==> src/rtl/flash_query_pkg.sv <==
package flash_query_pkg;

  typedef enum logic [1:0] {
    MODE_ARRAY = 2'd0,
    MODE_AUTO  = 2'd1,
    MODE_QUERY = 2'd2
  } modeT;

  // one-hot read source strobes from control to datapath
  typedef struct packed {
    logic selArray;
    logic selAuto;
    logic selQuery;
  } readSelT;

  localparam int CMD_AW = 11;

  localparam logic [7:0] CMD_QUERY   = 8'h98;
  localparam logic [7:0] CMD_RESET   = 8'hF0;
  localparam logic [7:0] CMD_UNLOCKA = 8'hAA;
  localparam logic [7:0] CMD_UNLOCKB = 8'h55;
  localparam logic [7:0] CMD_AUTOSEL = 8'h90;

  localparam logic [CMD_AW-1:0] ADR_QUERY   = 11'h055;
  localparam logic [CMD_AW-1:0] ADR_UNLOCKA = 11'h555;
  localparam logic [CMD_AW-1:0] ADR_UNLOCKB = 11'h2AA;

endpackage

==> src/rtl/flash_query_ctl.sv <==
module flash_query_ctl
  import flash_query_pkg::*;
(
  input  logic              clk,
  input  logic              rstN,
  input  logic              wrEn,
  input  logic [7:0]        cmdByte,
  input  logic [CMD_AW-1:0] cmdAddr,
  output modeT              curMode,
  output modeT              retMode,
  output readSelT           readSel
);

  logic [1:0] unlockStep;
  logic [1:0] stepNext;
  modeT       modeNext;
  modeT       retNext;

  logic isQueryCmd;
  logic isResetCmd;
  logic isUnlockA;
  logic isUnlockB;
  logic isAutoCmd;

  assign isQueryCmd = (cmdByte == CMD_QUERY)   && (cmdAddr == ADR_QUERY);
  assign isResetCmd = (cmdByte == CMD_RESET);
  assign isUnlockA  = (cmdByte == CMD_UNLOCKA) && (cmdAddr == ADR_UNLOCKA);
  assign isUnlockB  = (cmdByte == CMD_UNLOCKB) && (cmdAddr == ADR_UNLOCKB);
  assign isAutoCmd  = (cmdByte == CMD_AUTOSEL) && (cmdAddr == ADR_UNLOCKA);

  always_comb begin
    modeNext = curMode;
    retNext  = retMode;
    stepNext = unlockStep;
    if (wrEn) begin
      stepNext = 2'd0;
      case (curMode)
        MODE_ARRAY: begin
          if (isQueryCmd) begin
            modeNext = MODE_QUERY;
            retNext  = MODE_ARRAY;
          end else if (unlockStep == 2'd1 && isUnlockB) begin
            stepNext = 2'd2;
          end else if (unlockStep == 2'd2 && isAutoCmd) begin
            modeNext = MODE_AUTO;
          end else if (isUnlockA) begin
            stepNext = 2'd1;
          end
        end
        MODE_AUTO: begin
          if (isQueryCmd) begin
            modeNext = MODE_QUERY;
            retNext  = MODE_AUTO;
          end else if (isResetCmd) begin
            modeNext = MODE_ARRAY;
          end
        end
        MODE_QUERY: begin
          if (isResetCmd) modeNext = retMode;
        end
        default: modeNext = MODE_ARRAY;
      endcase
    end
  end

  always_ff @(posedge clk) begin
    if (!rstN) begin
      curMode    <= MODE_ARRAY;
      retMode    <= MODE_ARRAY;
      unlockStep <= 2'd0;
    end else begin
      curMode    <= modeNext;
      retMode    <= retNext;
      unlockStep <= stepNext;
    end
  end

  assign readSel.selArray = (curMode == MODE_ARRAY);
  assign readSel.selAuto  = (curMode == MODE_AUTO);
  assign readSel.selQuery = (curMode == MODE_QUERY);

endmodule

==> src/rtl/flash_query_dp.sv <==
module flash_query_dp
  import flash_query_pkg::*;
#(
  parameter int          ADDR_W     = 20,
  parameter logic [15:0] ARRAY_FILL = 16'hA5C3,
  parameter logic [15:0] MFR_CODE   = 16'h001C,
  parameter logic [15:0] DEV_CODE   = 16'h22C4
) (
  input  logic              clk,
  input  logic              rstN,
  input  logic              rdEn,
  input  logic              byteMode,
  input  logic [ADDR_W-1:0] addr,
  input  readSelT           readSel,
  output logic [CMD_AW-1:0] cmdAddr,
  output logic [15:0]       rdData
);

  localparam int TBL_AW = 7;

  logic [ADDR_W-1:0] wordAddr;
  logic              oddByte;
  logic              upperClear;
  logic [15:0]       queryWord;
  logic [15:0]       autoWord;
  logic [15:0]       modeWord;
  logic [15:0]       busWord;

  function automatic logic [15:0] queryTable(input logic [TBL_AW-1:0] off);
    case (off)
      7'h10: queryTable = 16'h0051;
      7'h11: queryTable = 16'h0052;
      7'h12: queryTable = 16'h0059;
      7'h13: queryTable = 16'h0002;
      7'h15: queryTable = 16'h0040;
      7'h1B: queryTable = 16'h0027;
      7'h1C: queryTable = 16'h0036;
      7'h1F: queryTable = 16'h0004;
      7'h21: queryTable = 16'h000A;
      7'h23: queryTable = 16'h0005;
      7'h25: queryTable = 16'h0004;
      default: queryTable = 16'h0000;
    endcase
  endfunction

  // byte bus: drop address bit 0, remember whether it was set
  assign wordAddr   = byteMode ? {1'b0, addr[ADDR_W-1:1]} : addr;
  assign oddByte    = byteMode & addr[0];
  assign cmdAddr    = wordAddr[CMD_AW-1:0];
  assign upperClear = (wordAddr[ADDR_W-1:TBL_AW] == '0);

  assign queryWord = (upperClear && !oddByte) ? queryTable(wordAddr[TBL_AW-1:0]) : 16'h0000;
  assign autoWord  = (wordAddr[ADDR_W-1:1] != '0) ? 16'h0000 :
                     (wordAddr[0] ? DEV_CODE : MFR_CODE);

  always_comb begin
    modeWord = 16'h0000;
    if (readSel.selArray) modeWord = ARRAY_FILL;
    if (readSel.selAuto)  modeWord = autoWord;
    if (readSel.selQuery) modeWord = queryWord;
  end

  assign busWord = byteMode ? {8'h00, modeWord[7:0]} : modeWord;

  always_ff @(posedge clk) begin
    if (!rstN)     rdData <= 16'h0000;
    else if (rdEn) rdData <= busWord;
  end

endmodule

==> src/rtl/flash_query_ctrl.sv <==
module flash_query_ctrl
  import flash_query_pkg::*;
#(
  parameter int          ADDR_W     = 20,
  parameter logic [15:0] ARRAY_FILL = 16'hA5C3,
  parameter logic [15:0] MFR_CODE   = 16'h001C,
  parameter logic [15:0] DEV_CODE   = 16'h22C4
) (
  input  logic              clk,
  input  logic              rstN,
  input  logic              wrEn,
  input  logic              rdEn,
  input  logic              byteMode,
  input  logic [ADDR_W-1:0] addr,
  input  logic [15:0]       wrData,
  output logic [15:0]       rdData
);

  modeT              curMode;
  modeT              retMode;
  readSelT           readSel;
  logic [CMD_AW-1:0] cmdAddr;
  logic              unusedDataHi;

  // commands live in the low data byte only
  assign unusedDataHi = ^wrData[15:8];

  flash_query_ctl i_ctl (
    .clk     (clk),
    .rstN    (rstN),
    .wrEn    (wrEn),
    .cmdByte (wrData[7:0]),
    .cmdAddr (cmdAddr),
    .curMode (curMode),
    .retMode (retMode),
    .readSel (readSel)
  );

  flash_query_dp #(
    .ADDR_W     (ADDR_W),
    .ARRAY_FILL (ARRAY_FILL),
    .MFR_CODE   (MFR_CODE),
    .DEV_CODE   (DEV_CODE)
  ) i_dp (
    .clk      (clk),
    .rstN     (rstN),
    .rdEn     (rdEn),
    .byteMode (byteMode),
    .addr     (addr),
    .readSel  (readSel),
    .cmdAddr  (cmdAddr),
    .rdData   (rdData)
  );

endmodule

==> config.mk <==
export PLATFORM = sky130hd
export DESIGN_NAME = flash_query_ctrl
export DESIGN_NICKNAME = d
export VERILOG_FILES = /design/src/rtl/flash_query_pkg.sv /design/src/rtl/flash_query_ctl.sv /design/src/rtl/flash_query_dp.sv /design/src/rtl/flash_query_ctrl.sv
export SDC_FILE = /design/constraint.sdc
export NUM_CORES = 1
export LEC_CHECK = 0
export ABC_AREA = 1
export BUFFER_PORTS_ARGS = -buffer_cell sky130_fd_sc_hd__buf_4
export CAP_MARGIN = 30
export CORE_UTILIZATION = 45
export DETAILED_ROUTE_END_ITERATION = 12
export PLACE_DENSITY = 0.8
export SYNTH_ARGS = -nofsm -noshare
export SYNTH_HDL_FRONTEND = slang
export SYNTH_SLANG_ARGS = --single-unit
==> constraint.sdc <==
create_clock -name clk -period 1.4 [get_ports clk]
set_input_delay 0.28 -clock clk [delete_from_list [all_inputs] [get_ports clk]]
set_output_delay 0.28 -clock clk [all_outputs]
set_load 0.05 [all_outputs]
==> results.json, run 1 <==
{
  "outcome": "finished with violations",
  "violations": "design-rule violations",
  "synth_area_leader_cell": "dfxtp_1",
  "first_global_vias": 1703,
  "dr_total_vias": 1996,
  "fin_skew_ns": 0.00170,
  "fin_util_pct": 70.3,
  "pwr_density_cell_nw_per_um2": 604,
  "fin_cells": 398,
  "dp.final_hpwl_um": 3250,
  "drc": 2,
  "yosysTopAreaCellShare_pct": 20.5,
  "ant_nets": 0,
  "peakVddDrop_uv": 474,
  "worstPathArrival_ns": 1.54,
  "routed_via_density": 5.02,
  "synth.distinct_cells": 28,
  "max_freq_mhz": 759,
  "switching_share_pct": 39.0,
  "place_congestion": 0.856,
  "crit_chain": "buf_16, buf_4, nand2_1, nand2_2, nor2_1, nand4_1, a21oi_1, nand2_1, a21oi_1",
  "routed_wl_um": 4390,
  "portBuffers": 45,
  "crit_type": "input pin to register",
  "fillers": 281,
  "synthArstFlopShare_pct": 0,
  "first_pass_iters": 8,
  "grt_antenna_before_repair": 0,
  "reg2reg_from": "i_ctl.curMode[1]",
  "die_h_um": 60.9,
  "antenna_cells": 0,
  "period_minus_slack_ns": 1.32,
  "cts_max_path_buffers": 2,
  "tritoncts": "done",
  "wl_per_cell_um": 11.0,
  "crit_buf_inv": 2,
  "layout_commonest_cell": "buf_4",
  "grt_usage_pct": 23.4,
  "worstPathRequired_ns": 1.62,
  "final_cell_mix": "83 x buf_4, 60 x nand2_1, 41 x inv_1",
  "drt_iter0_drc": 111,
  "p_leak_nw": 1.23,
  "multiInputGateArea_um2": 1080,
  "yosysWarnings": 0,
  "fin_crit_sh_pct": 94.2,
  "worst-r2r-cell-count": 7,
  "finalHoldViolCount": 0,
  "maxCapViolations": 0,
  "synth-main-ff-cell": "dfxtp_1",
  "die_w_um": 60.9,
  "drive_gt1_share_pct": 38.6,
  "min_path_type": "input pin to register",
  "switching_power_mw": 0.553,
  "grt_max_degree": 19,
  "setup_violations": 0,
  "critPathMaxStageDelay_ns": 0.23,
  "synth-seq-area-share_pct": 20.5,
  "synth_edf_count": 0,
  "intPower_mw": 0.864,
  "dieArea_um2": 3710,
  "slowest_stage": "nor2_1",
  "initial_core_util_pct": 46.8,
  "crit_path_start_kind": "input pin",
  "comb_power_share_pct": 48.5,
  "cp_max_fo": 9,
  "power_frac_clock_pct": 16.3,
  "htreeDepth": 1,
  "syn_inst": 273,
  "endpoint": "i_dp.rdData[5]",
  "grt.overflow.total": 0,
  "rsz0062_at_grt": "true",
  "clock-sinks": 16,
  "reg2reg_to": "i_dp.rdData[4]",
  "cpLargestDelayFamily": "simple AND/OR/NAND/NOR gates",
  "cts_inserted_buffers": 3,
  "rows": 21,
  "regArea_um2": 320,
  "synth_area_um2": 1560,
  "maxSlewViolCount": 0,
  "reg2reg_slack_ns": 0.13,
  "dp.cells": 392,
  "crit_path_start": "byteMode",
  "min_delay_path_depth": 2,
  "seqPwrFrac_pct": 35.2,
  "path_depth": 9,
  "ys_seq_elements": 16,
  "synth.area.top_cells": "dfxtp_1 21%, nand2_1 17%, inv_1 10%, nor2_1 8.4%, nand2_4 5.8%",
  "grt_pass1_wl_um": 6640,
  "cts_root_buffer": "clkbuf_4",
  "setup_tns_ns": 0,
  "fin_hold_ws_ns": 0.241,
  "nets": 395,
  "path_clk_slew_ns": 0.08,
  "io_pins": 57,
  "endpoint_kind": "register",
  "core_area_um2": 3340,
  "clk_latency_ns": 0.28,
  "syn_area_per_cell_um2": 5.72,
  "area_growth_pct": 50.2
}
power groups by stage:
stage,Combinational (mW),Sequential [mW],Clock [mW]
2_1_floorplan,0.323,0.579,0
4_1_cts,0.634,0.500,0.238
6_report,0.687,0.499,0.231
3_3_place_gp,0.621,0.509,0
3_5_place_dp,0.629,0.510,0
5_1_grt,0.749,0.504,0.252
synth_stat cells, types with 3 or more instances:
cell,n
nand2_1,71
inv_1,43
nor2_1,35
dfxtp_1,16
a21oi_1,15
nand3_1,15
nor3_1,12
nand4_1,10
nand2_4,8
o21ai_0,8
buf_4,7
nand2_2,7
o21ai_1,6
inv_2,3
logic make-up (layout without fill, tap and decap cells):
family          count (synthesis)  count (layout)  synth area share, %
compound gates                 33              33                 11.4
buf+inv                        57             134                 15.9
flops                          16              16                 20.5
other cells                     1               3                0.240
simple gates                  166             166                 51.9
layer usage:
layer  GRT usage [%]  part of all wire [%]  vias to the layer above
li1                -                     -                     1021
met1            28.2                    42                      898
met2            43.5                    52                       65
met3            4.05                   4.6                       12
met4            4.22                   1.7                        0
met5               0                     0                        -
timing repair:
action,4_1_cts,5_1_grt
resized for setup,3,26
cloned,0,1
hold buffers,0,0
setup endpoints to repair,7,14
pin swaps,1,10
setup buffers,0,2
flip-flops by register name, summed over array words and instances (netlist names):
| signal | cells |
|---|---|
| i_dp.rdData | 11 |
| i_ctl.retMode | 1 |
| i_ctl.unlockStep | 2 |
| i_ctl.curMode | 2 |
final cells by class:
class | count | share of cell area, %
Timing Repair Buffer | 85 | 28.8
Inverter | 46 | 7.90
Multi-Input combinational cell | 202 | 46.2
Sequential cell | 16 | 13.7
Tap cell | 46 | 2.45
Clock buffer | 3 | 0.961
per-stage QoR:
step                      worst slack (ns)  total power [mW]  instance area, um2
after floorplan                   -0.00155             0.902                1590
after global routing               -0.0454              1.51                2340
final                               0.0818              1.42                2340
after detailed placement            -0.333              1.14                2180
after CTS                           0.0357              1.37                2220
after global placement              -0.286              1.13                2180
worst register-to-register path: stages (launching register included):
cell and delay, ns:
dfxtp_1 0.32, inv_1 0.12, nand2_1 0.13, nor3_2 0.21, nand3_1 0.14, o21ai_2 0.15
nor2_1 0.05, nor2_1 0.08
worst min-delay path by stage:
stage | startpoint | to
finish | wrEn | i_ctl.unlockStep[1]
global route | wrEn | i_ctl.unlockStep[1]
CTS | wrEn | i_ctl.unlockStep[1]
detailed placement | i_ctl.retMode[0] | i_ctl.retMode[0]
global placement | i_ctl.retMode[0] | i_ctl.retMode[0]
floorplan | rstN | i_ctl.retMode[0]
(Power assumes the default switching activity.)
==> run 2, diff against run 1 <==
--- a/config.mk
+++ b/config.mk
@@ -10,6 +10,7 @@
 export CAP_MARGIN = 30
 export CORE_UTILIZATION = 45
 export DETAILED_ROUTE_END_ITERATION = 12
+export GPL_TIMING_DRIVEN = 0
 export PLACE_DENSITY = 0.8
 export SYNTH_ARGS = -nofsm -noshare
 export SYNTH_HDL_FRONTEND = slang
==> constraint.sdc (replaced) <==
create_clock -name clk -period 1.4 [get_ports clk]
set_input_delay 0.14 -clock clk [delete_from_list [all_inputs] [get_ports clk]]
set_output_delay 0.14 -clock clk [all_outputs]
set_load 0.05 [all_outputs]
==> run 2 against run 1 <==
  * The run now ends clean
  * First-iteration DRC count decreased by 5.4%
  * Flip-flop and latch count stayed put
  * Non-clock buffer count fell by 29
  * Via count fell by 9.5%
  * Clock-buffer cell count increased by 1
  * Critical path type unchanged
==> results.json, run 2 (synthesized netlist as in run 1, its figures left out) <==
{
  "outcome": "finished, final reports clean",
  "setup_violations": 0,
  "antenna_cells": 0,
  "cpLargestDelayFamily": "simple AND/OR/NAND/NOR gates",
  "place_congestion": 0.913,
  "area_growth_pct": 32.1,
  "peakVddDrop_uv": 505,
  "slowest_stage": "nor3_1",
  "final_cell_mix": "67 x nand2_1, 50 x buf_4, 43 x inv_1",
  "maxSlewViolCount": 0,
  "worst_pin_slew_ns": 0.492,
  "first_pass_iters": 4,
  "routed_via_density": 4.88,
  "crit_path_start_kind": "input pin",
  "p_leak_nw": 1.07,
  "rows": 21,
  "finalHoldViolCount": 0,
  "drt_iter0_drc": 105,
  "min_delay_path_depth": 3,
  "dr_total_vias": 1806,
  "io_pins": 57,
  "maxCapViolations": 0,
  "max_freq_mhz": 768,
  "nets": 366,
  "largest_reg_flops": 11,
  "dp_slack_ns": -0.261,
  "fin_util_pct": 61.8,
  "wl_per_cell_um": 9.85,
  "reg2reg_from": "i_ctl.curMode[0]",
  "min_path_type": "input pin to register",
  "met3RoutedLength_um": 127,
  "grt_antenna_before_repair": 0,
  "layout_commonest_cell": "nand2_1",
  "worstHoldStart": "rstN",
  "routed_wl_um": 3640,
  "top_regs": "i_dp.rdData (11), i_ctl.curMode (2), i_ctl.unlockStep (2)",
  "clk_latency_ns": 0.29,
  "fin_crit_sh_pct": 93.0,
  "critPathMaxStageDelay_ns": 0.44,
  "crit_type": "input pin to register",
  "worstPathRequired_ns": 1.63,
  "crit_buf_inv": 3,
  "tritoncts": "done",
  "endpoint_kind": "register",
  "grt_usage_pct": 20.4,
  "wl_met2_um": 1800,
  "dp.final_hpwl_um": 2940,
  "met1_length_um": 1720,
  "period_minus_slack_ns": 1.30,
  "dieArea_um2": 3710,
  "path_clk_slew_ns": 0.10,
  "fin_ws_ns": 0.0973,
  "top_layer": "met3",
  "fin_cells": 370,
  "portBuffers": 43,
  "regMostFlops": "i_dp.rdData",
  "dp.cells": 364,
  "pwr_density_cell_nw_per_um2": 667,
  "worstPathArrival_ns": 1.53,
  "drc": 0,
  "first_global_vias": 1443,
  "grt.overflow.total": 0,
  "cp_max_fo": 4,
  "fin_skew_ns": 0.00685,
  "htreeDepth": 1,
  "holdPathEnd": "i_ctl.retMode[0]",
  "die_w_um": 60.9,
  "cts_max_path_buffers": 2,
  "grt_pass1_wl_um": 5840,
  "grt_max_degree": 11,
  "clock-sinks": 16,
  "drive_gt1_share_pct": 30.6,
  "cts_inserted_buffers": 3,
  "relSlewSlack_pct": 67.0,
  "initial_core_util_pct": 46.8,
  "core_area_um2": 3340,
  "cts_root_buffer": "clkbuf_4",
  "ant_nets": 0,
  "crit_chain": "buf_4, inv_4, buf_2, nand2_2, nand2_4, nor3_1, nand2_1, nand4_1, o21ai_2, a21oi_1",
  "postCtsHoldBufs": 0,
  "reg2reg_slack_ns": 0.13,
  "reg2reg_to": "i_ctl.curMode[1]",
  "worst-r2r-cell-count": 8,
  "die_h_um": 60.9
}
[run 2: changes by cell type in the layout (fill, tap and decap cells not counted), sizes merged]
| cell | delta |
|---|---|
| buf | -30 |
| clkbuf | +2 |
| clkinv | -1 |
| inv | +1 |
[run 2: metal layers]
metal  GRT usage (%)  vias to the layer above
li1                -                      962
met1            25.2                      804
met2            36.6                       40
met3            4.69                        0
met4            2.92                        0
met5               0                        -
[run 2: worst reg2reg max path, stage by stage (launching register included)]
cell and delay, ns:
dfxtp_1 0.36, nor2_1 0.24, inv_1 0.08, nor2_2 0.16, nand2_2 0.10, nand3_2 0.09, nand2_1 0.05, inv_1 0.06
nor2_1 0.04
[run 2: repair_timing]
action	4_1_cts	5_1_grt
setup buffers	0	1
gates resized for setup	0	18
endpoints found under the setup margin	0	12
[run 2: cell type report]
class | instances | area [um2]
Clock buffer | 4 | 36.3
Buffer | 11 | 80.1
Fill cell | 355 | 1270
Inverter | 46 | 175
Timing Repair Buffer | 45 | 335
Sequential cell | 16 | 320
Tap cell | 46 | 57.6
Multi-Input combinational cell | 202 | 1060
[run 2: per-stage QoR]
stage	hold WS [ns]	cell area, um2	setup TNS, ns	total power, mW
2_1_floorplan	0.278	1570	0	0.893
3_3_place_gp	0.412	1950	-2.27	1.05
3_5_place_dp	0.417	1950	-2.87	1.06
4_1_cts	0.102	1990	0	1.36
5_1_grt	0.105	2060	-0.00303	1.47
6_report	0.115	2060	0	1.37
[run 2: worst max-delay path by stage]
stage / startpoint / to / slack (ns) / depth (start not counted)
floorplan: byteMode / i_ctl.unlockStep[0] / 0.09 / 12
global placement: byteMode / i_dp.rdData[1] / -0.21 / 13
detailed placement: byteMode / i_dp.rdData[5] / -0.26 / 13
CTS: byteMode / i_dp.rdData[1] / 0.06 / 13
global route: byteMode / i_dp.rdData[1] / -0.003 / 13
finish: byteMode / i_dp.rdData[1] / 0.1 / 10
[run 2: power by group]
part	leakage (nW)	internal, mW	switching [mW]
clock	0.0210	0.158	0.145
combinational	0.917	0.203	0.369
sequential	0.131	0.483	0.0170
total	1.07	0.844	0.531
==> run 3, diff against run 2 <==
--- a/config.mk
+++ b/config.mk
@@ -12,6 +12,7 @@
 export DETAILED_ROUTE_END_ITERATION = 12
 export GPL_TIMING_DRIVEN = 0
 export PLACE_DENSITY = 0.8
+export SETUP_SLACK_MARGIN = 0.3
 export SYNTH_ARGS = -nofsm -noshare
 export SYNTH_HDL_FRONTEND = slang
 export SYNTH_SLANG_ARGS = --single-unit
==> run 3 against run 2 <==
  * Largest cell class unchanged
  * Clock power increased by 4%
  * Setup slack improved by 0.061 ns
  * Routed wire length increased by 20%
  * Cell area increased by 13%
  * Combinational power increased by 20%
  * Register-to-register slack improved by 0.10 ns
  * Core utilization increased by 8.1 points
  * Clock skew decreased by 0.0050 ns
  * Die area unchanged
  * Cell count increased by 2.2%
==> results.json, run 3 (synthesized netlist as in run 1, its figures left out) <==
{
  "place_congestion": 0.830,
  "rsz0062_at_grt": "true",
  "crit_path_start": "byteMode",
  "cp_max_fo": 10,
  "grt.overflow.total": 0,
  "drt_iter0_drc": 100,
  "crit_path_start_kind": "input pin",
  "die_w_um": 60.9,
  "endpoint_kind": "register",
  "grt_antenna_before_repair": 0,
  "fin_util_pct": 69.9,
  "pwr_density_cell_nw_per_um2": 646,
  "first_pass_iters": 4,
  "largest_reg_flops": 11,
  "grt_usage_pct": 23.3,
  "top_regs": "i_dp.rdData (11), i_ctl.curMode (2), i_ctl.unlockStep (2)",
  "drive_gt1_share_pct": 39.8,
  "dieArea_um2": 3710,
  "core_area_um2": 3340,
  "crit_type": "input pin to register",
  "holdPathEnd": "i_ctl.retMode[0]",
  "design_area_um2": 2330,
  "p_leak_nw": 1.19,
  "antenna_cells": 0,
  "finalHoldViolCount": 0,
  "min_path_type": "input pin to register",
  "htreeDepth": 1,
  "outcome": "finished, final reports clean",
  "min_delay_path_depth": 3,
  "regMostFlops": "i_dp.rdData",
  "dr_total_vias": 1920,
  "dp.final_hpwl_um": 3020,
  "grt_max_degree": 11,
  "wl_per_cell_um": 11.5,
  "maxSlewViolCount": 0,
  "max_freq_mhz": 806,
  "routed_via_density": 5.08,
  "fin_crit_sh_pct": 88.7,
  "tritoncts": "done",
  "clk_latency_ns": 0.30,
  "setup_tns_ns": 0,
  "worstPathArrival_ns": 1.48,
  "drc": 0,
  "fin_hold_ws_ns": 0.100,
  "final_cell_mix": "54 x buf_4, 51 x nand2_1, 42 x inv_1",
  "maxCapViolations": 0,
  "clock-sinks": 16,
  "nets": 374,
  "p_total_mw": 1.51,
  "fin_skew_ns": 0.00186,
  "portBuffers": 43,
  "period_minus_slack_ns": 1.24,
  "fillers": 297,
  "cts_max_path_buffers": 2,
  "setup_violations": 0,
  "cts_inserted_buffers": 3,
  "io_pins": 57,
  "initial_core_util_pct": 46.8,
  "area_growth_pct": 49.4,
  "worst-r2r-cell-count": 6,
  "rows": 21,
  "peakVddDrop_uv": 501,
  "first_global_vias": 1655,
  "placed_cell_area_um2": 2060,
  "reg2reg_slack_ns": 0.23,
  "worstPathRequired_ns": 1.63,
  "reg2reg_to": "i_dp.rdData[0]",
  "cts_root_buffer": "clkbuf_4",
  "grt_pass1_wl_um": 6420,
  "ant_nets": 0,
  "reg2reg_from": "i_ctl.curMode[1]",
  "worstHoldStart": "rstN",
  "path_clk_slew_ns": 0.10,
  "layout_commonest_cell": "buf_4",
  "routed_wl_um": 4360,
  "die_h_um": 60.9
}
run 3: changes by cell type in the layout (fill, tap and decap cells not counted), moves of 2 or more:
cell     previous run  this run
dfxtp_2             0         3
o21ai_2             4         2
nand2_4             8        14
o21ai_4             0         2
nand2_2            11        20
nor2_1             33        29
buf_4              50        54
nor2_4              3         5
buf_12              0         3
nor3_1             10         8
dfxtp_1            16        13
nand2_1            67        51
nor2_2              3         5
run 3: report_power, final:
part           leakage (nW)  internal, mW  switching (mW)
combinational          1.03         0.264           0.424
sequential            0.133         0.485          0.0191
clock                0.0210         0.159           0.158
total                  1.19         0.907           0.601
run 3: worst max path at each step:
stage	to	slack (ns)	depth (start not counted)
finish	i_dp.rdData[1]	0.16	10
global route	i_dp.rdData[4]	0.06	11
CTS	i_ctl.curMode[1]	0.21	15
detailed placement	i_dp.rdData[1]	-0.21	10
global placement	i_dp.rdData[3]	-0.22	10
floorplan	i_ctl.unlockStep[0]	0.18	12
run 3: area by class of cell:
cell class	count	area, um2	area share [%]
timing repair buffer	53	438	18.8
tap	46	57.6	2.47
buffer	11	105	4.50
clock buffer	4	36.3	1.55
sequential	16	324	13.9
multi-input combinational	202	1190	50.9
inverter	46	185	7.94
run 3: what timing repair did:
item / CTS / global route
gates resized for setup: 22 / 19
endpoints found under the hold margin: 0 / 0
pin swaps: 18 / 11
gates cloned: 1 / 0
buffers inserted: 7 / 2
setup endpoints to repair: 17 / 17
hold buffers: 0 / 0
run 3: per-layer routing:
layer	track usage, %	wire, um	vias up
met5	0	0	-
met4	11.4	108	0
met3	3.84	242	17
met2	42.9	2230	74
met1	25.7	1770	856
li1	-	-	973
run 3: metrics by stage:
step | instances | worst slack [ns]
after floorplan | 275 | 0.180
after global placement | 364 | -0.217
after detailed placement | 364 | -0.209
after CTS | 376 | 0.209
after global routing | 378 | 0.0641
final | 378 | 0.159
run 3: worst max-delay path, cell delays in order:
cell     delay [ns]
buf_12         0.12
buf_12         0.14
nand2_2        0.09
nand2_4        0.07
buf_4          0.13
nor3_2         0.33
nand2_1        0.14
nand4_1        0.12
o21ai_1        0.07
a21oi_1        0.12
